File: config.mk
export PLATFORM = sky130hd
export DESIGN_NAME = cmdq_port
export DESIGN_NICKNAME = d
export VERILOG_FILES = /design/src/rtl/cmdq_port.sv
export SDC_FILE = /design/constraint.sdc
export NUM_CORES = 1
export LEC_CHECK = 0
export ABC_CLOCK_PERIOD_IN_PS = 5550
export BUFFER_PORTS_ARGS = -buffer_cell sky130_fd_sc_hd__buf_2
export CAP_MARGIN = 10
export CORE_UTILIZATION = 45
export CTS_BUF_LIST = sky130_fd_sc_hd__clkbuf_4 sky130_fd_sc_hd__clkbuf_8 sky130_fd_sc_hd__clkbuf_16
export CTS_CLUSTER_SIZE = 20
export DETAILED_ROUTE_END_ITERATION = 10
export PLACE_DENSITY = 0.58
export SLEW_MARGIN = 25
export SYNTH_ARGS = -nofsm -noshare
export SYNTH_HDL_FRONTEND = slang
export SYNTH_SLANG_ARGS = --single-unit
File: constraint.sdc
create_clock -name clk -period 5.55 [get_ports clk]
set_clock_uncertainty 0.15 [all_clocks]
set_input_delay 0.8325 -clock clk [delete_from_list [all_inputs] [get_ports clk]]
set_output_delay 0.8325 -clock clk [all_outputs]
set_load 0.01 [all_outputs]
File: src/rtl/cmdq_port.sv
module cmdq_port #(
  parameter int          DEPTH     = 16,
  parameter bit          ALT_BITS  = 1'b0,
  parameter logic [31:0] CFG_PTR_A = 32'h0000_0010,
  parameter logic [31:0] CFG_PTR_B = 32'h0000_0100
) (
  input  logic        clk,
  input  logic        rst_n,
  input  logic        wr_en,
  input  logic        rd_en,
  input  logic [7:0]  addr,
  input  logic [31:0] wdata,
  output logic [31:0] rdata,
  output logic        req_valid,
  output logic [31:0] req_addr,
  input  logic        req_pop,
  input  logic        cpl_push,
  input  logic [31:0] cpl_word,
  output logic        cpl_full,
  input  logic        dev_ready,
  output logic        bell_pulse,
  output logic [31:0] bell_data,
  output logic        irq
);
  localparam int PW  = $clog2(DEPTH);
  localparam int CW  = $clog2(DEPTH + 1);
  localparam int IRQ = ALT_BITS ? 2 : 3;
  localparam logic [CW-1:0] FULL = CW'(DEPTH);

  localparam logic [7:0] A_BELL = 8'h20, A_STAT = 8'h30, A_MASK = 8'h34,
                         A_REQ  = 8'h40, A_REP  = 8'h44, A_SCR  = 8'hB0,
                         A_CFGA = 8'hB4, A_CFGB = 8'hB8;

  logic [31:0]   in_mem [DEPTH];
  logic [31:0]   out_mem[DEPTH];
  logic [PW-1:0] in_wp, in_rp, out_wp, out_rp;
  logic [CW-1:0] in_cnt, out_cnt;
  logic          mask_q, ovf_q, ready_q;

  wire in_push  = wr_en && addr == A_REQ && in_cnt != FULL;
  wire in_drop  = wr_en && addr == A_REQ && in_cnt == FULL;
  wire in_pop   = req_pop && in_cnt != '0;
  wire out_push = cpl_push && out_cnt != FULL;
  wire out_pop  = rd_en && addr == A_REP && out_cnt != '0;
  wire pend     = out_cnt != '0;

  assign req_valid = in_cnt != '0;
  assign req_addr  = in_mem[in_rp];
  assign cpl_full  = out_cnt == FULL;
  assign irq       = pend && !mask_q;

  always_ff @(posedge clk) begin
    if (!rst_n) begin
      in_wp <= '0; in_rp <= '0; in_cnt <= '0;
      out_wp <= '0; out_rp <= '0; out_cnt <= '0;
      mask_q <= 1'b1; ovf_q <= 1'b0; ready_q <= 1'b0;
      bell_pulse <= 1'b0; bell_data <= '0;
    end else begin
      if (in_push) begin
        in_mem[in_wp] <= wdata;
        in_wp <= in_wp + 1'b1;
      end
      if (in_pop) in_rp <= in_rp + 1'b1;
      in_cnt <= in_cnt + CW'(in_push) - CW'(in_pop);

      if (out_push) begin
        out_mem[out_wp] <= cpl_word;
        out_wp <= out_wp + 1'b1;
      end
      if (out_pop) out_rp <= out_rp + 1'b1;
      out_cnt <= out_cnt + CW'(out_push) - CW'(out_pop);

      if (in_drop) ovf_q <= 1'b1;
      else if (wr_en && addr == A_STAT && wdata[0]) ovf_q <= 1'b0;

      if (wr_en && addr == A_MASK) mask_q <= wdata[IRQ];
      if (dev_ready) ready_q <= 1'b1;

      bell_pulse <= wr_en && addr == A_BELL;
      if (wr_en && addr == A_BELL) bell_data <= wdata;
    end
  end

  always_comb begin
    rdata = '0;
    if (rd_en) begin
      case (addr)
        A_STAT: begin rdata[0] = ovf_q; rdata[IRQ] = pend; end
        A_MASK: rdata[IRQ] = mask_q;
        A_REP:  rdata = pend ? out_mem[out_rp] : 32'hFFFF_FFFF;
        A_SCR:  rdata = ready_q ? 32'hFFFF_0000 : 32'h0;
        A_CFGA: rdata = CFG_PTR_A;
        A_CFGB: rdata = CFG_PTR_B;
        default: rdata = '0;
      endcase
    end
  end

  assert_cnt_bound_R6: assert property (@(posedge clk) disable iff (!rst_n)
    in_cnt <= FULL && out_cnt <= FULL);
  assert_drop_when_full_R6: assert property (@(posedge clk) disable iff (!rst_n)
    (wr_en && addr == A_REQ && in_cnt == FULL && !req_pop) |=> in_cnt == FULL && ovf_q);
  assert_ovf_sticky_R6: assert property (@(posedge clk) disable iff (!rst_n)
    (ovf_q && !(wr_en && addr == A_STAT)) |=> ovf_q);
  assert_empty_read_R3: assert property (@(posedge clk) disable iff (!rst_n)
    (rd_en && addr == A_REP && out_cnt == '0 && !cpl_push) |=> out_cnt == '0);
  assert_bell_single_R9: assert property (@(posedge clk) disable iff (!rst_n)
    (bell_pulse && !(wr_en && addr == A_BELL)) |=> !bell_pulse);
  assert_irq_needs_data_R5: assert property (@(posedge clk) disable iff (!rst_n)
    $rose(irq) |-> out_cnt != '0);
  assert_ready_sticky_R8: assert property (@(posedge clk) disable iff (!rst_n)
    ready_q |=> ready_q);
endmodule

# After elaboration in Yosys (flattened, before gate mapping)
# Memory sizes are Yosys's and may differ from the RTL's. A register that Yosys moved wholly into a read port is not among the register bits.
# Index checks and enable logic that the tools add are counted.
# W data, S select, Z words.
[totals]
regBits = 62
ramBits = 1024
input_bits = 79
out_inout_bits = 100
elab_cells = 68
n_memories = 2
[classes]
n_addsub = 8
n_eq_ne = 12
mux = 19
reduce_logical = 16
[memory_table]
columns = ["name", "depth", "word_bits", "rd", "rd_clocked_by_memory_dff", "wr", "line_no", "source"]
rows = [
  ["in_mem", 16, 32, 1, 1, 1, "34", "logic [31:0] in_mem [DEPTH];"],
  ["out_mem", 16, 32, 1, 1, 1, "35", "logic [31:0] out_mem[DEPTH];"],
]
[op_table]
columns = ["operator", "n"]
rows = [
  ["$pmux W28 S4", 1],
  ["$mux W32", 3],
  ["$eq A8 B6 Y1 const B", 3],
  ["$eq A8 B8 Y1 const B", 3],
  ["$add A4 B1 Y4 const B", 4],
  ["$eq A8 B7 Y1 const B", 2],
  ["$mux W4", 4],
  ["$logic_and A1 B1 Y1", 12],
  ["$add A5 B1 Y5", 2],
  ["$eq A5 B5 Y1 const B", 2],
  ["$ne A5 B5 Y1 const B", 2],
  ["$reduce_bool A5 Y1", 2],
  ["$sub A5 B1 Y5", 2],
  ["$mux W1", 8],
  ["$pmux W1 S4", 1],
  ["$pmux W2 S2", 1],
  ["$pmux W1 S3", 1],
  ["$reduce_bool A2 Y1", 1],
  ["$logic_not A1 Y1", 1],
]

# Longest topological paths before layout
# Gate-level depths: netlist of the first run.
[logic_depth]
depth_word = 6
depth_mapped = 15
depth_no_buf = 14

# Least setup slack after synthesis of the first run
# OpenSTA, ideal clock, no wires.
[synth_path]
kind = "input-to-reg"
startpoint = "input cpl_push"
endpoint = "memory out_mem[2][0], enable pin"
setup_ns = 0.461
arrival_time_ns = 3.543
required_time_ns = 4.939
slack_ns = 1.396
stages = 4
path_buffers = 1
cell_sequence = "and2_1 -> clkbuf_1 -> nand3_1 -> nor3_1"
[synth_between]
elab_chain_len = 4
[synth_lines]
columns = ["item", "line_no", "source"]
rows = [
  ["start, declared", "17", "input logic cpl_push,"],
  ["$logic_and A1 B1 Y1", "43", "wire out_push = cpl_push && out_cnt != FULL;"],
  ["$mux W1", "66", "if (out_push) begin"],
  ["$mux W1", "53", "if (!rst_n) begin"],
  ["$mux W1 (implied by the code)", "67", "out_mem[out_wp] <= cpl_word;"],
  ["end, declared", "35", ""],
]
# No other way between the ends.

==> flow_summary.toml, run 1 <==
[global_routing]
grt.met3_usage_pct = 4.33
overflow = 0
antenna_found_initial = 16
grtUsageMet2_pct = 32.9
grt_max_degree = 61
met1_usage_pct = 29.4
busiest_layer = "met2"
grt_first_pass_wirelength_um = 141000
grt_use_total_pct = 20.9
grt_pass1_vias = 20400

[route]
drc = 0
detail_route.first_pass.iterations = 5
wirelength_um = 96600
drt_iter0_drc = 1847
drtAntennaViolNets = 0
via_count = 19800
via_per_inst = 5.71
avgRoutedWirePerCell_um = 27.8

[setup_path]
cp_max_fo = 39
rr_startpoint = "in_cnt[2]"
crit_required_ps = 4570
worstSetupStartpointType = "flip-flop"
path_class = "flip-flop to primary output"
timing.rr.end = "in_cnt[4]"
reg2regPathDepth = 14
rrSetupSlack_ps = 1950
arrival_ps = 3360
crit_path_end_kind = "primary output"

[sta]
fin_tns_setup_ps = 0
rsz0062_at_grt = "false"
slew-limit-headroom_pct = 29.6
drv_slew = 0
setup_viol = 0
finalCriticalPeriod_ps = 4340
fmax_ghz = 0.230
worst_pin_slew_ps = 1050
finalHoldViolations = 0
timing.final.crit_share_pct = 78.2

[floorplan]
die-area_sq_um = 94300
core.rowCount = 111
io_pins = 179
coreArea_sq_um = 91900
die_h_um = 307
die_w_um = 307
start_util_pct = 45.5

[finish]
area_growth_pct = 16.4
finalCoreUtilization_pct = 53.0
multi_input_area_sq_um = 9370
nets = 2228
nFillCells = 7176
drive_above_1_share_pct = 34.9
register_area_sq_um = 32200

[synthesis]
synth_cell_types = 57
ys_ff_latch = 1094
synth.net_count = 1968
avgSynthCellArea_sq_um = 22.5
synth_top_area_share_pct = 73.4
async_flop_share_pct = 0
synthMostInstantiatedCell = "edfxtp_1"
netlist_top_cells_area = "edfxtp_1, mux4_2, dfxtp_1, mux2i_1, nor2_1"
synth_common_cells = "edfxtp_1, mux4_2, nor2_1, dfxtp_1, mux2i_1"
synthesis.area_sq_um = 41900
synth_flop_cell = "edfxtp_1"
yosys.area.top_type = "edfxtp_1"
synth-edff-count = 1024
ys_seq_area_share_pct = 76.8
syn_inst = 1865
ys_warn_count = 0

[cts]
clk_pin_slew_worst_paths_ps = 60
cts_setup_buffers = 0
cts_max_level = 3
ctsLongestPathBuffers = 3
cts_resized = 0
clk_latency_ps = 680
cts-root-buf = "clkbuf_16"
cts_buffers = 111
postCtsHoldBufs = 0
tritoncts = "yes"
clkSinkCount = 1094

[worst_hold_path]
holdPathEnd = "ready_q"
hold_path_depth = 3
worstHoldPathType = "input port to flip-flop"
worstHoldStart = "dev_ready"

[job]
drv_cap = 0

[placed_design]
hpwl_um = 59000
place.gp.congestion = 0.776
place.port_buffers = 178

[power]
vdd_drop_max_v = 0.000306
leakagePower_nw = 15.6
power_density_nw_per_um2 = 386

[run_status]
status = "finished, final reports clean"
[through the flow]
stage               std cells  instance area (sq um)  worst slack (ps)  hold WS (ps)  total power, mW
finish                   3469                  48700              1210           210             18.8
global route             3468                  48700               944           201             19.4
CTS                      3460                  48600              1070           163             19.0
detailed placement       3251                  45000              1410           297             11.6
global placement         3232                  44500              1460           300             11.6
floorplan                1865                  41900              1400           280             10.8
[per-layer routing]
| metal | vias up | part of all wire, % |
|---|---|---|
| met2 | 652 | 48 |
| met5 | - | 0.084 |
| met4 | 14 | 2.6 |
| met1 | 10600 | 43 |
| met3 | 145 | 6.7 |
| li1 | 8409 | - |
[layout make-up]
class,count,share of cell area (%)
Tap cell,1243,3.19
Antenna cell,5,0.0257
Clock inverter,58,1.02
Sequential cell,1094,66.0
Multi-Input combinational cell,651,19.2
Timing Repair Buffer,244,3.85
Clock buffer,151,6.49
Inverter,23,0.182
[sequential cells by signal, indices dropped and copies added, names as in the netlist, named ones only]
signal,count
ovf_q,1
mask_q,1
out_mem,512
in_cnt,5
bell_data,32
bell_pulse,1
ready_q,1
in_rp,4
in_wp,4
out_wp,4
out_rp,4
out_cnt,5
in_mem,512
[worst max-delay path by stage]
stage / start / end / slack (ps) / cells after the start
floorplan: cpl_push / out_mem[2][0] / 1400 / 4
global placement: addr[5] / rdata[2] / 1460 / 6
detailed placement: addr[5] / rdata[2] / 1410 / 6
CTS: flip-flop / rdata[6] / 1070 / 5
global route: flip-flop / rdata[6] / 940 / 5
finish: flip-flop / rdata[6] / 1210 / 5
[report_power, final]
part | switching (mW) | internal, mW
logic | 1.11 | 0.993
clock network | 3.07 | 4.35
registers | 0.154 | 9.11
total | 4.34 | 14.5
[kinds of logic after synthesis]
logic type | synth area share [%]
multiplexers | 17.1
AO/OA/AOI/OAI | 1.53
flip-flops | 76.8
buffers and inverters | 1.50
XOR/XNOR | 0.293
adder cells (fa/ha/maj) | 0.753
AND/OR/NAND/NOR | 2.09
[critical path, stage by stage, from the launching register on]
cell	delay (ps)
dfxtp_4	900
buf_4	530
mux4_2	570
mux2i_1	220
a221oi_1	180
buf_2	230
[cells in the final DEF, fill, tap and decap left out, drive strengths merged, types with 7 or more instances in the layout]
cell / count
mux2i: 60
clkinv: 41
edfxtp: 1024
ha: 22
mux4: 290
and2: 7
xor2: 8
bufinv: 8
a21oi: 15
buf: 244
nand2: 16
dfxtp: 70
nand3: 16
a221oi: 13
nor2: 88
a31oi: 16
a22oi: 33
inv: 28
clkbuf: 151
Power figures use the tool's default switching activity.
==> run 2: changes to the inputs <==
--- a/config.mk
+++ b/config.mk
@@ -5,7 +5,8 @@
 export SDC_FILE = /design/constraint.sdc
 export NUM_CORES = 1
 export LEC_CHECK = 0
-export ABC_CLOCK_PERIOD_IN_PS = 5550
+export ABC_AREA = 1
+export ABC_CLOCK_PERIOD_IN_PS = 4030
 export BUFFER_PORTS_ARGS = -buffer_cell sky130_fd_sc_hd__buf_2
 export CAP_MARGIN = 10
 export CORE_UTILIZATION = 45
==> constraint.sdc (replaced) <==
create_clock -name clk -period 4.03 [get_ports clk]
set_clock_uncertainty 0.15 [all_clocks]
set_input_delay 0.6045 -clock clk [delete_from_list [all_inputs] [get_ports clk]]
set_output_delay 0.6045 -clock clk [all_outputs]
set_load 0.01 [all_outputs]
==> run 2 against run 1 <==
Effect of this change:
- power rose by 39%
- hold slack got worse by 170 ps
- clock power rose by 39%
- largest cell class unchanged
- highest routed layer unchanged
==> flow_summary.toml, run 2 <==
[run_status]
status = "finished, final reports clean"

[synthesis]
netlist_top_cells_area = "edfxtp_1, o21ai_0, o211ai_1, nor2_1, dfxtp_1"
synth_flop_cell = "edfxtp_1"
synth.area.mux_share_pct = 2.92
synthMostInstantiatedCell = "edfxtp_1"
ys_seq_area_share_pct = 73.4
ys_ff_latch = 1094
yosys.area.top_type = "edfxtp_1"
avgSynthCellArea_sq_um = 13.1
async_flop_share_pct = 0
yosys.area_share.simple_pct = 7.42
synth-edff-count = 1024
synth_cell_types = 30
synth_top_area_share_pct = 70.2
syn_inst = 3342
ys_warn_count = 0
synthesis.area_sq_um = 43800
synth.net_count = 3445
synth_fa_ha_area_share_pct = 0.720
synth_top_family_by_area = "compound AO/OA/AOI/OAI gates"
synthXorXnorAreaFrac_pct = 0.140
synth_common_cells = "edfxtp_1, nor2_1, o21ai_0, o211ai_1, inv_1"
synth-compound-area-share_pct = 11.3

[setup_path]
reg2regPathDepth = 13
worstPathCellList = "buf_12 -> a21oi_1 -> o21ai_0 -> o21ai_0 -> o211ai_1 -> nand2_1 -> buf_2"
slowest_delay_ps = 670
rr_startpoint = "out_cnt[2]"
rrSetupSlack_ps = 1090
timing.rr.end = "out_cnt[4]"
arrival_ps = 2890
crit_path_end_kind = "primary output"
path_class = "flip-flop to primary output"
cp_max_fo = 59
worstSetupStartpointType = "flip-flop"
worstSetupPathDepth = 7
slowest_stage = "dfxtp_4"
timing.critical_path.buf_inv = 2
critPathTopFamily = "compound AO/OA/AOI/OAI gates"
crit_required_ps = 3280
path_common_cell = "o21ai_0"

[finish]
largestRegisters = "in_mem x512, out_mem x512, bell_data x32"
nets = 3613
layout_commonest_cell = "edfxtp_1"
drive_above_1_share_pct = 13.9
nFillCells = 8166
final_cell_mix = "edfxtp_1, nor2_1, o21ai_0"
finalCoreUtilization_pct = 52.2
area_growth_pct = 15.0
final_cells = 4886

[power]
leakagePower_nw = 17.5
vdd_drop_max_v = 0.000455
power_density_nw_per_um2 = 520

[placed_design]
hpwl_um = 61000
place.gp.congestion = 0.778
pre_cts_ws_ps = 513
place.port_buffers = 178
dp.cells = 4669

[cts]
cts_max_level = 3
cts-root-buf = "clkbuf_16"
clkSinkCount = 1094
clk_pin_slew_worst_paths_ps = 60
cts_setup_buffers = 0
clk_latency_ps = 700
tritoncts = "yes"
ctsLongestPathBuffers = 3
cts_buffers = 113

[route]
drc = 0
drt_iter0_drc = 2306
drtAntennaViolNets = 0
via_count = 26800
wirelength_um = 111000
avgRoutedWirePerCell_um = 22.7
via_per_inst = 5.49
detail_route.first_pass.iterations = 5

[sta]
timing.final.crit_share_pct = 90.5
finalHoldViolations = 0
slew-limit-headroom_pct = 30.3
finalCriticalPeriod_ps = 3650
fmax_ghz = 0.274
worst_pin_slew_ps = 1040
fin_tns_setup_ps = 0
setup_viol = 0
drv_slew = 0
rsz0062_at_grt = "false"
fin_ws_ps = 383

[floorplan]
die_w_um = 314
start_util_pct = 45.4
io_pins = 179
die-area_sq_um = 98600
core.rowCount = 114
die_h_um = 314
coreArea_sq_um = 96600

[global_routing]
grtUsageMet2_pct = 36.5
grt_max_degree = 132
met1_usage_pct = 30.4
grt_pass1_vias = 25700
grt_first_pass_wirelength_um = 163000
busiest_layer = "met2"
antenna_found_initial = 8
grt.met3_usage_pct = 3.14
grt_use_total_pct = 22.2
overflow = 0

[worst_hold_path]
worstHoldPathType = "input port to flip-flop"
hold_path_depth = 3
worstHoldStart = "wr_en"
holdPathEnd = "mask_q"

[job]
drv_cap = 0
-- run 2: through the flow --
| step | total power, mW | hold slack (ps) | area, sq um |
|---|---|---|---|
| after floorplan | 14.9 | 285 | 43800 |
| after global placement | 16.2 | 303 | 46600 |
| after detailed placement | 16.2 | 306 | 46600 |
| after CTS | 26.4 | 2.85 | 50400 |
| after global routing | 27.2 | 61.3 | 50400 |
| final | 26.2 | 36.5 | 50400 |
-- run 2: how the worst max path moves through the flow --
stage,slack (ps),to
after global routing,160,rdata[13]
final,380,req_addr[21]
after detailed placement,510,in_cnt[4]
after CTS,90,rdata[13]
after floorplan,240,out_mem[11][0]
after global placement,510,in_cnt[4]
-- run 2: repair_timing --
| action | in CTS | in global routing |
|---|---|---|
| hold endpoints to repair | 1 | 0 |
| resized for setup | 0 | 0 |
| endpoints found under the setup margin | 0 | 2 |
| hold buffers | 1 | 0 |
-- run 2: layout make-up --
cell class	count	area [sq um]	area share, %
diodes	2	5.00	0.00993
clock buffers	138	3080	6.12
clock inverters	75	624	1.24
inverters	205	777	1.54
multi-input cells	1828	10100	20.0
flip-flops and latches	1094	32200	63.8
well taps	1276	1600	3.17
repair buffers	268	2030	4.03
-- run 2: metal layers --
metal / vias up / share of wire (%)
li1: 12600 / -
met1: 13300 / 44
met2: 727 / 48
met3: 203 / 5.2
met4: 4 / 2.6
met5: - / 0.019
-- run 2: power by group --
part / internal, mW / total [mW] / switching (mW) / leakage, nW
combinational: 1.08 / 3.25 / 2.17 / 5.83
clock: 6.00 / 10.3 / 4.32 / 1.86
sequential: 12.6 / 12.7 / 0.0987 / 9.78
total: 19.6 / 26.2 / 6.59 / 17.5
-- run 2: cell families (layout without fill, tap and decap cells) --
family                   Yosys count  count (layout)
multiplexers                     128             128
other                              0               2
adder cells (fa/ha/maj)           24              24
AO/OA/AOI/OAI                    861             861
flip-flops                      1094            1094
AND/OR/NAND/NOR                  808             808
buffers and inverters            420             686
XOR/XNOR                           7               7
-- run 2: worst min-delay path: cells and delay by family --
kind | cells | cell delay, ps
AND/OR/NAND/NOR | 2 | 160
buffers and inverters | 1 | 100
